==> src/rtl/ata_tf_ctrl.sv <==
module ata_tf_ctrl #(
  parameter int WORDS = 256,
  parameter int DW    = 16,
  localparam int IDX_W = $clog2(WORDS)
) (
  input  logic             clk,
  input  logic             rst_n,
  input  logic [2:0]       host_addr,
  input  logic             host_wr,
  input  logic             host_rd,
  input  logic [7:0]       host_wdata,
  output logic [DW-1:0]    host_rdata,
  input  logic             irq_disable,
  output logic             irq,
  output logic [IDX_W-1:0] id_index,
  input  logic [DW-1:0]    id_word,
  input  logic             cmd_done,
  output logic             dma_go,
  output logic             pkt_go,
  output logic             xfer_to_host,
  output logic [7:0]       feature_o
);
  localparam logic [2:0] A_DATA = 3'd0, A_FEAT = 3'd1, A_CNT = 3'd2, A_LO = 3'd3,
                         A_MID = 3'd4, A_HI = 3'd5, A_DEV = 3'd6, A_CMD = 3'd7;
  localparam logic [7:0] OP_IDENT = 8'hEC, OP_FLUSH = 8'hE7, OP_RDMA = 8'hC8,
                         OP_WDMA = 8'hCA, OP_PKT = 8'hA0;

  logic bsy, drq, err;
  logic [7:0] feat, cnt, lo, mid, hi, dev;
  logic [IDX_W-1:0] idx;

  wire known   = (host_wdata == OP_IDENT) || (host_wdata == OP_FLUSH) ||
                 (host_wdata == OP_RDMA)  || (host_wdata == OP_WDMA)  ||
                 (host_wdata == OP_PKT);
  wire cmd_wr  = host_wr && (host_addr == A_CMD) && !bsy && !drq;
  wire data_rd = host_rd && (host_addr == A_DATA) && drq;
  wire last    = (idx == IDX_W'(WORDS - 1));
  wire stat_rd = host_rd && (host_addr == A_CMD);
  wire raise   = (cmd_wr && (host_wdata == OP_IDENT || !known)) || (cmd_done && bsy);
  wire [7:0] status = {bsy, 1'b1, 2'b00, drq, 2'b00, err};

  assign id_index  = idx;
  assign feature_o = feat;

  always_ff @(posedge clk or negedge rst_n)
    if (!rst_n) begin
      feat <= '0; cnt <= '0; lo <= '0; mid <= '0; hi <= '0; dev <= '0;
    end else if (host_wr && !bsy) begin
      case (host_addr)
        A_FEAT:  feat <= host_wdata;
        A_CNT:   cnt  <= host_wdata;
        A_LO:    lo   <= host_wdata;
        A_MID:   mid  <= host_wdata;
        A_HI:    hi   <= host_wdata;
        A_DEV:   dev  <= host_wdata;
        default: ;
      endcase
    end

  always_ff @(posedge clk or negedge rst_n)
    if (!rst_n) begin
      bsy <= 1'b0; drq <= 1'b0; err <= 1'b0; idx <= '0;
      dma_go <= 1'b0; pkt_go <= 1'b0; xfer_to_host <= 1'b0; irq <= 1'b0;
    end else begin
      dma_go <= 1'b0;
      pkt_go <= 1'b0;
      if (cmd_wr) begin
        err <= !known;
        case (host_wdata)
          OP_IDENT: begin drq <= 1'b1; idx <= '0; end
          OP_FLUSH: bsy <= 1'b1;
          OP_RDMA:  begin bsy <= 1'b1; dma_go <= 1'b1; xfer_to_host <= 1'b1; end
          OP_WDMA:  begin bsy <= 1'b1; dma_go <= 1'b1; xfer_to_host <= 1'b0; end
          OP_PKT:   begin bsy <= 1'b1; pkt_go <= 1'b1; xfer_to_host <= 1'b1; end
          default:  ;
        endcase
      end
      if (data_rd) begin
        if (last) begin drq <= 1'b0; idx <= '0; end
        else idx <= idx + IDX_W'(1);
      end
      if (cmd_done && bsy) bsy <= 1'b0;
      if (raise && !irq_disable) irq <= 1'b1;
      else if (stat_rd) irq <= 1'b0;
    end

  always_comb begin
    host_rdata = '0;
    case (host_addr)
      A_DATA: if (drq) host_rdata = id_word;
      A_FEAT: host_rdata[7:0] = {5'b00000, err, 2'b00};
      A_CNT:  host_rdata[7:0] = cnt;
      A_LO:   host_rdata[7:0] = lo;
      A_MID:  host_rdata[7:0] = mid;
      A_HI:   host_rdata[7:0] = hi;
      A_DEV:  host_rdata[7:0] = dev;
      A_CMD:  host_rdata[7:0] = status;
    endcase
  end

  AST_BSY_DRQ_EXCL: assert property (@(posedge clk) disable iff (!rst_n) !(bsy && drq));
  AST_LAST_WORD: assert property (@(posedge clk) disable iff (!rst_n)
    (data_rd && last) |=> (!drq && idx == '0));
  AST_IDLE_DATA: assert property (@(posedge clk) disable iff (!rst_n)
    (host_rd && host_addr == A_DATA && !drq) |=> $stable(idx));
  AST_BUSY_HOLD: assert property (@(posedge clk) disable iff (!rst_n)
    (bsy && !cmd_done) |=> bsy);
  AST_DONE_FREE: assert property (@(posedge clk) disable iff (!rst_n)
    (bsy && cmd_done) |=> !bsy);
  AST_IRQ_CLEAR: assert property (@(posedge clk) disable iff (!rst_n)
    (host_rd && host_addr == A_CMD && !host_wr && !cmd_done) |=> !irq);
  AST_GO_EXCL: assert property (@(posedge clk) disable iff (!rst_n) $onehot0({dma_go, pkt_go}));
  AST_GO_PULSE: assert property (@(posedge clk) disable iff (!rst_n) dma_go |=> !dma_go);
  AST_BUSY_WR: assert property (@(posedge clk) disable iff (!rst_n)
    (bsy && host_wr && host_addr == A_CNT) |=> $stable(cnt));
  AST_IRQ_MASK: assert property (@(posedge clk) disable iff (!rst_n)
    (irq_disable && !irq) |=> !irq);
  AST_STRAY_DONE: assert property (@(posedge clk) disable iff (!rst_n)
    (!bsy && cmd_done && !host_wr && !irq) |=> !irq);
endmodule

==> config.mk <==
export PLATFORM = sky130hd
export DESIGN_NAME = ata_tf_ctrl
export DESIGN_NICKNAME = d
export VERILOG_FILES = /design/src/rtl/ata_tf_ctrl.sv
export SDC_FILE = /design/constraint.sdc
export NUM_CORES = 1
export LEC_CHECK = 0
export ABC_CLOCK_PERIOD_IN_PS = 5010
export BUFFER_PORTS_ARGS = -buffer_cell sky130_fd_sc_hd__buf_2
export CAP_MARGIN = 20
export CORE_UTILIZATION = 25
export CTS_BUF_LIST = sky130_fd_sc_hd__clkbuf_8
export DETAILED_ROUTE_END_ITERATION = 7
export PLACE_DENSITY = 0.46
export SLEW_MARGIN = 20
export SYNTH_ARGS = -nofsm -noshare
export SYNTH_HDL_FRONTEND = slang
export SYNTH_SLANG_ARGS = --single-unit
==> constraint.sdc <==
create_clock -name clk -period 5.01 [get_ports clk]
set_clock_uncertainty 0.2 [all_clocks]
set_input_delay 0.501 -clock clk [delete_from_list [all_inputs] [get_ports clk]]
set_output_delay 0.501 -clock clk [all_outputs]
set_load 0.01 [all_outputs]
# ---- After elaboration in Yosys (flattened, before gate mapping)
# Index checks and enable logic that the tools add are counted.
# W data, S select, Z words.
dict set report word_totals {
  ff_bits 63
  latch_bits 0
  mem_bits_rw 0
  mem_bits_ro 0
  in_bits 33
  wordCells 88
  mem_count 0
}
dict set report classes {
  addsub 1
  multipliers 0
  n_div 0
  order_cmp 0
  n_eq_ne 13
  n_shift 0
  muxes 21
  bitwise 0
  reduce_logical 39
}
# operator count
set ops {}
lappend ops {{$pmux W8 S8} 1}
lappend ops {{$eq A8 B8 Y1 const B} 6}
lappend ops {{$mux W8} 5}
lappend ops {{$reduce_and A2 Y1} 9}
lappend ops {{$mux W16} 1}
lappend ops {{$mux W1} 13}
lappend ops {{$eq A3 B3 Y1 const B} 4}
lappend ops {{$reduce_bool A2 Y1} 6}
lappend ops {{$logic_and A1 B1 Y1} 10}
lappend ops {{$add A8 B1 Y8 const B} 1}
lappend ops {{$eq A3 B2 Y1 const B} 2}
lappend ops {{$logic_or A1 B1 Y1} 6}
lappend ops {{$logic_not A1 Y1} 4}
lappend ops {{$reduce_or A2 Y1} 2}
lappend ops {{$reduce_or A4 Y1} 1}
lappend ops {{$eq A3 B1 Y1 const B} 1}
lappend ops {{$logic_not A3 Y1} 1}
lappend ops {{$pmux W1 S2} 1}

# ---- Logic depth before layout (Yosys ltp)
# Gate-level depths: netlist (run 1).
dict set report depth {
  word_depth 11
  mapped_depth 6
  mapped_depth_nobuf 5
}

# ---- Worst setup path before layout (run 1)
# OpenSTA, ideal clock, no wires.
dict set report synth_timing {
  kind {input to output}
  from {in host_addr[0]}
  to {out host_rdata[3]}
  arrival_time_ps 1434
  required_ps 4309
  path_slack_ps 2875
  stages 4
  path_buffers 1
  cell_sequence {buf_6 mux2_2 a22o_1 a221o_1}
}
dict set report synth_via {
  elab_chain_cells 2
}
# item line
set synth_lines {}
lappend synth_lines {{from (decl)} 8} ;# input logic [2:0] host_addr,
lappend synth_lines {{$eq A3 B3 Y1, or another cell as far along} 89} ;# case (host_addr)
lappend synth_lines {{$pmux W8 S8 (*)} 89}
lappend synth_lines {{to (decl)} 12} ;# output logic [DW-1:0] host_rdata,
# Mark *: on every way between the ends. The rest lies on a longest branch, timed or not.

# ---- Final worst setup path (run 1)
dict set report layout_timing {
  from {in host_addr[2]}
  to {out host_rdata[1]}
}
# Same word-level chain as after synthesis.

==> results of run 1 <==
==> area by class of cell <==
cell class,instances,area [um2],share of cell area [%]
Clock inverter,7,41.29,1.049
Timing Repair Buffer,69,347.8,8.834
Clock buffer,9,123.9,3.146
Sequential cell,63,1577,40.04
Inverter,8,30.03,0.7626
Multi-Input combinational cell,188,1603,40.71
Tap cell,172,215.2,5.466
==> layout by cell type, fill, tap and decap left out, types with 5 or more instances in the layout <==
cell / instances
nor2_1: 8
nand3_1: 6
nand2_1: 19
buf_2: 68
and2_1: 11
o21ai_0: 11
mux2i_1: 5
clkbuf_8: 9
mux2_4: 16
nand3b_1: 5
dfrtp_1: 63
mux2_2: 39
inv_1: 8
==> metal layers <==
metal	vias up	part of all wire [%]	GRT usage (%)
met5	-	0	0
met4	0	2.7	6.575
met1	1156	48	17.43
met3	15	5.3	4.329
li1	1134	-	-
met2	68	44	20.08
==> how the worst max path moves through the flow <==
stage                 start       endpoint  slack [ns]  depth (start not counted)
2_1_floorplan  host_addr[0]  host_rdata[3]        2.88                          4
3_3_place_gp   host_addr[0]  host_rdata[3]        2.24                          5
3_5_place_dp   host_addr[0]    id_index[3]        2.22                          5
4_1_cts                 drq  host_rdata[0]        2.11                          4
5_1_grt                 drq  host_rdata[0]        2.00                          4
6_report       host_addr[2]  host_rdata[1]        2.24                          5
==> worst reg2reg max path, delay by kind of cell (launching register included) <==
kind	cells	cell delay [ns]
simple gates	2	1.15
flops	1	0.59
compound gates	2	0.39
==> power groups by stage <==
| stage | logic (W) | registers [W] | clock network [W] |
|---|---|---|---|
| floorplan | 0.000176 | 0.000652 | 0 |
| global placement | 0.000263 | 0.000658 | 0 |
| detailed placement | 0.000268 | 0.000658 | 0 |
| CTS | 0.000267 | 0.000650 | 0.000401 |
| global route | 0.000289 | 0.000662 | 0.000426 |
| finish | 0.000262 | 0.000650 | 0.000385 |
==> stage by stage <==
stage | utilization [%] | cells | hold WS, ns | power (W) | instance area (um2)
3_3_place_gp | 29.53 | 500 | 0.2757 | 0.0009215 | 3772
4_1_cts | 30.83 | 516 | 0.1533 | 0.001318 | 3938
2_1_floorplan | - | 276 | 0.005409 | 0.0008275 | 3327
5_1_grt | 30.83 | 516 | 0.1679 | 0.001377 | 3938
6_report | 30.83 | 516 | 0.1198 | 0.001297 | 3938
3_5_place_dp | 29.53 | 500 | 0.2861 | 0.0009255 | 3772
==> kinds of logic (layout without fill, tap and decap cells) <==
group                      after synthesis  after routing
and+or+nand+nor                         78             78
muxes                                   63             63
DFF                                     63             63
AOI/OAI and AO/OA                       45             45
buffers and inverters                   25             93
adders and majority gates                1              1
xor gates and xnor gates                 1              1
==> registers in the layout, indices dropped and copies added (netlist names) <==
| register | flops |
|---|---|
| mid | 8 |
| err | 1 |
| pkt_go | 1 |
| xfer_to_host | 1 |
| irq | 1 |
| lo | 8 |
| feature_o | 8 |
| hi | 8 |
| cnt | 8 |
| drq | 1 |
| dev | 8 |
| id_index | 8 |
| bsy | 1 |
| dma_go | 1 |
==> metrics, run 1 <==
status=completed; ant diodes=0; Worst R2R Path Depth=4; EDFF count, synth=0; post-layout min period=between 2 and 3 ns; initial DRC count=between 100 and 150; Crit Path Category=in2out; initial antenna violation count=0; worst path arrival time=about 2.1 ns; core area=between 0.01 and 0.015 mm2; Adder-Cell Fraction of Synth Area=0.3761%; clk_lat worst skew=0.36 ns; PwrDens=approximately 330 mW/mm2; Yosys cell types=59; initial core utilization=between 20% and 30%; Slew HR=a little over two fifths; combinational share of power=between 20% and 30%; CP Max Fanout=23; biggest area consumer among synthesized cells=dfrtp_1; Max Cap Viol=0; Compound-Gate Fraction of Synth Area=10.30%; sequential area share after synthesis=between 40% and 50%; num rows=around 40; count leader, synth=dfrtp_1; Final Setup Violations=0; ys async rst share=100.0%; detailed placement HPWL=5972 um; Crit path required time=between 4 and 5 ns; H-tree depth=3; Post-Syn Area=between 0.003 and 0.004 mm2; hold crit path type=in2async; f_max=between 300 and 400 MHz; final WL=roughly 8600 um; Post-synth top cells=dfrtp_1, mux2_2, nand2_1; Worst-path clk slew=around 0.080 ns; Avg WL per Cell=~17 um; FF-to-FF setup slack=2.56 ns; Critical path buffers and inverters=2; pre-CTS WS=about 2.2 ns; Yosys top cell area share=between 40% and 50%; Total Routing Usage GR=a little over an eighth; Layout Nets=around 370; Die X=between 100 and 150 um; 1st-pass router iterations=4; vias per cell=between 4 and 5; routability cong.=between 0.7 and 0.8; Mapped Nets=310; mux cell area share after synthesis=23.28%; TritonCTS Buffers=9; # clock sinks=63; Post-Synth Simple-Gate Area=13.95%; setup tns final=0 ns; io pins=69; # Post-CTS Setup Buffers=0; CP Capture Type=output port; fin crit share=roughly 55%; Clock power frac=slightly below 30%; number of global-route vias before repair=approximately 2500; aggregate global routing overflow=0; Fin. Hold Viols=0; Port Buffers=68; Syn Area/Cell=about 12 um2; die area=about 0.014 mm2; Leak Pwr=around 1.8 nW; largest net degree at the start of global routing=64; Layout area overhead=18.35%; Synth Flop Type=dfrtp_1; fillcell total=roughly 1300; Slew @ Worst Pin=between 0.8 and 0.9 ns; max incr delay on CP=roughly 0.60 ns; Antenna Violating Nets Remaining=0; Synth Area in XOR/XNOR=0.2633%; Slew Limit Fails=0; family with the most delay on the worst path=simple AND/OR/NAND/NOR gates; layout cells sized above 1=about 44%; Final WS setup=approximately 2.2 ns; post_cts resized=0; Area contributors post-synth=dfrtp_1, mux2_2, mux2_4; cell count after synthesis=around 280; worst flop-to-flop path endpoint=id_index[5]; global-route wire length before repair=14080 um; CTS tree=done; Clock Tree Buf Depth=2; critical path, cell by cell=buf_2 > nor2b_1 > a22oi_1 > o22ai_1 > buf_2; origin of the critical flop-to-flop path=drq; Synth Register Bits=between 60 and 70; vias=between 2000 and 2500; CP max-delay cell=nor2b_1; unrepaired setup endpoints after global routing=false; root buffer cell=clkbuf_8; P_sw=~0.00038 W; cts hold-fix bufs=0; CP dominant cell by count=buf_2; largest family of logic cells by synthesized area=multiplexers; VDD IR max=0.1625 mV; height of the chip=around 120 um; YS warnings=0; startpoint class of the critical path=input pin; DRC Markers=0; sequential power share=50.1%; Int Pwr=0.0009223 W; switch share=between 20 and 30%
(Power assumes the default switching activity.)
==> run 2: changes to the inputs <==
--- a/config.mk
+++ b/config.mk
@@ -5,13 +5,14 @@
 export SDC_FILE = /design/constraint.sdc
 export NUM_CORES = 1
 export LEC_CHECK = 0
-export ABC_CLOCK_PERIOD_IN_PS = 5010
+export ABC_AREA = 1
+export ABC_CLOCK_PERIOD_IN_PS = 2500
 export BUFFER_PORTS_ARGS = -buffer_cell sky130_fd_sc_hd__buf_2
 export CAP_MARGIN = 20
 export CORE_UTILIZATION = 25
 export CTS_BUF_LIST = sky130_fd_sc_hd__clkbuf_8
 export DETAILED_ROUTE_END_ITERATION = 7
-export PLACE_DENSITY = 0.46
+export PLACE_DENSITY = 0.47
 export SLEW_MARGIN = 20
 export SYNTH_ARGS = -nofsm -noshare
 export SYNTH_HDL_FRONTEND = slang
==> constraint.sdc (replaced) <==
create_clock -name clk -period 2.5 [get_ports clk]
set_clock_uncertainty 0.2 [all_clocks]
set_input_delay 0.25 -clock clk [delete_from_list [all_inputs] [get_ports clk]]
set_output_delay 0.25 -clock clk [all_outputs]
set_load 0.01 [all_outputs]
==> metrics, run 2 <==
io pins=69 (unchanged); height of the chip=114.4 um (was 117.4 um); PwrDens=681.8 mW/mm2 (was 329.5 mW/mm2); vias per cell=4.402 (was 4.599); Leak Pwr=1.937 nW (was 1.787 nW); CP Max Fanout=11 (was 23); ys async rst share=100.0% (unchanged); Clock Tree Buf Depth=2 (unchanged); post-layout min period=roughly 2.2 ns; Antenna Violating Nets Remaining=0 (unchanged); post_cts resized=0 (unchanged); startpoint class of the critical path=register (was input pin); initial core utilization=25.95% (was 26.05%); Fin. Hold Viols=0 (unchanged); Slew Limit Fails=0 (unchanged); fillcell total=1319 (was 1340); YS warnings=0 (unchanged); TritonCTS Buffers=9 (unchanged); detailed placement HPWL=6530 um (was 5972 um); Area contributors post-synth=dfrtp_1, nand2_1, o21ai_0 (was dfrtp_1, mux2_2, mux2_4); num rows=40 (was 41); Hold Path Origin=host_wdata[2]; core area=0.01216 mm2 (was 0.01277 mm2); Mapped Nets=417 (was 310); clk_lat worst skew=0.34 ns (was 0.36 ns); cell count after synthesis=383 (was 276); ant diodes=0 (unchanged); vias=2791 (was 2373); H-tree depth=3 (unchanged); Worst-path clk slew=0.07 ns (was 0.08 ns); fin crit share=between 80% and 90%; largest net degree at the start of global routing=40 (was 64); count leader, synth=nand2_1 (was dfrtp_1); Placed Cells=611 (was 500); Crit path required time=2.05 ns (was 4.31 ns); setup tns final=0 ns (unchanged); CP startpoint=drq (was host_addr[2]); routability cong.=0.7957 (was 0.7365); Synth Flop Type=dfrtp_1 (unchanged); # Post-CTS Setup Buffers=0 (unchanged); initial antenna violation count=0 (unchanged); hold crit path type=in2reg (was in2async); CTS tree=done (unchanged); # clock sinks=63 (unchanged); Slew HR=58.16% (was 43.84%); Yosys cell types=31 (was 59); unrepaired setup endpoints after global routing=false (unchanged); global-route wire length before repair=14060 um (was 14080 um); Syn Area/Cell=8.239 um2 (was 12.05 um2); fin cells=634 (was 516); overall power=0.002651 W (was 0.001297 W); Avg WL per Cell=13.65 um (was 16.57 um); commonest non-fill, non-tap cells in the layout=nand2_1, buf_2, dfrtp_1 (was buf_2, dfrtp_1, mux2_2); biggest area consumer among synthesized cells=dfrtp_1 (unchanged); CP Capture Type=output port (unchanged); number of global-route vias before repair=2782 (was 2540); root buffer cell=clkbuf_8 (unchanged); aggregate global routing overflow=0 (unchanged); sequential area share after synthesis=49.96% (was 47.39%); final WL=8654 um (was 8552 um); Synth Register Bits=63 (unchanged); DRC Markers=0 (unchanged); Die X=114.4 um (was 117.4 um); origin of the critical flop-to-flop path=bsy (was drq); Final Setup Violations=0 (unchanged); Slew @ Worst Pin=0.6276 ns (was 0.8424 ns); VDD IR max=0.1690 mV (was 0.1625 mV); Layout Nets=495 (was 373); Post-Syn Area=0.003156 mm2 (was 0.003327 mm2); 1st-pass router iterations=4 (unchanged); initial DRC count=166 (was 135); worst path arrival time=1.72 ns (was 2.07 ns); die area=0.01308 mm2 (was 0.01377 mm2); Max Cap Viol=0 (unchanged); EDFF count, synth=0 (unchanged); Yosys top cell area share=49.96% (was 47.39%); Total Routing Usage GR=14.25% (was 13.45%); Layout area overhead=23.24% (was 18.35%); cts hold-fix bufs=7 (was 0); Crit Path Category=reg2out (was in2out); f_max=between 400 and 500 MHz; layout cells sized above 1=24.46% (was 44.48%); most common cell after layout, fill and taps aside=nand2_1 (was buf_2); status=completed (unchanged); Post-synth top cells=nand2_1, dfrtp_1, o21ai_0 (was dfrtp_1, mux2_2, nand2_1); Port Buffers=68 (unchanged)
==> run 2: cell count changes after synthesis, sizes merged, moves of 6 or more <==
| cell | delta |
|---|---|
| nand2 | +89 |
| nor2 | +34 |
| mux2 | -57 |
| a22oi | +6 |
| inv | +32 |
| and2 | -12 |
| o21ai | +47 |
| nand3 | +18 |
==> run 2: path summary, 6_finish.rpt <==
check                           depth (start not counted)             to  slack [ns]
worst max-delay path                                    5  host_rdata[4]        0.33
worst min-delay path                                    3          hi[2]        0.01
worst max register to register                          5   feature_o[4]        0.66
worst min register to register                          2   feature_o[5]        0.29
max in group asynchronous                               3          lo[6]        1.21
min in group asynchronous                               2         dev[3]        0.26
==> run 2: final cells by class <==
cell class	instances	area [um2]	area share [%]
clock buffer	9	123.9	3.185
clock inverter	7	33.78	0.8687
inverter	40	152.6	3.925
multi-input combinational	271	1361	35.01
sequential	63	1577	40.54
tap	168	210.2	5.405
timing repair buffer	76	430.4	11.07
==> run 2: report_power, final <==
group	internal, W	total, W	switching (W)
logic	0.000230	0.000568	0.000338
clock network	0.000343	0.000733	0.000390
registers	0.00123	0.00135	0.000121
==> run 2: layer usage <==
layer	GRT usage (%)	wire length, um
met5	0	0
met3	1.906	327
met4	7.100	170
met1	19.19	4063
met2	22.51	4092
==> run 2: kinds of logic after synthesis <==
kind of cell | Yosys count | synth area share (%)
XOR/XNOR | 3 | 0.8328
AO/OA/AOI/OAI | 82 | 15.38
flip-flops | 63 | 49.96
buffers and inverters | 49 | 6.899
AND/OR/NAND/NOR | 185 | 26.53
adder cells (fa/ha/maj) | 1 | 0.3964
==> run 2: critical path: stages, from the launching register on <==
cell and delay, ns:
dfrtp_1 0.55, inv_1 0.24, nor2_8 0.24, nand2_1 0.09, nand3_1 0.11, buf_2 0.14
==> run 2: through the flow <==
step | setup slack [ns] | hold WS, ns | instance area (um2) | util (%)
3_5_place_dp | 0.4899 | 0.1083 | 3661 | 30.10
4_1_cts | 0.2652 | 0.001965 | 3889 | 31.98
2_1_floorplan | 0.8645 | -0.2456 | 3156 | -
3_3_place_gp | 0.4776 | 0.1097 | 3661 | 30.10
6_report | 0.3297 | 0.01116 | 3889 | 31.98
5_1_grt | 0.2096 | 0.01435 | 3889 | 31.98
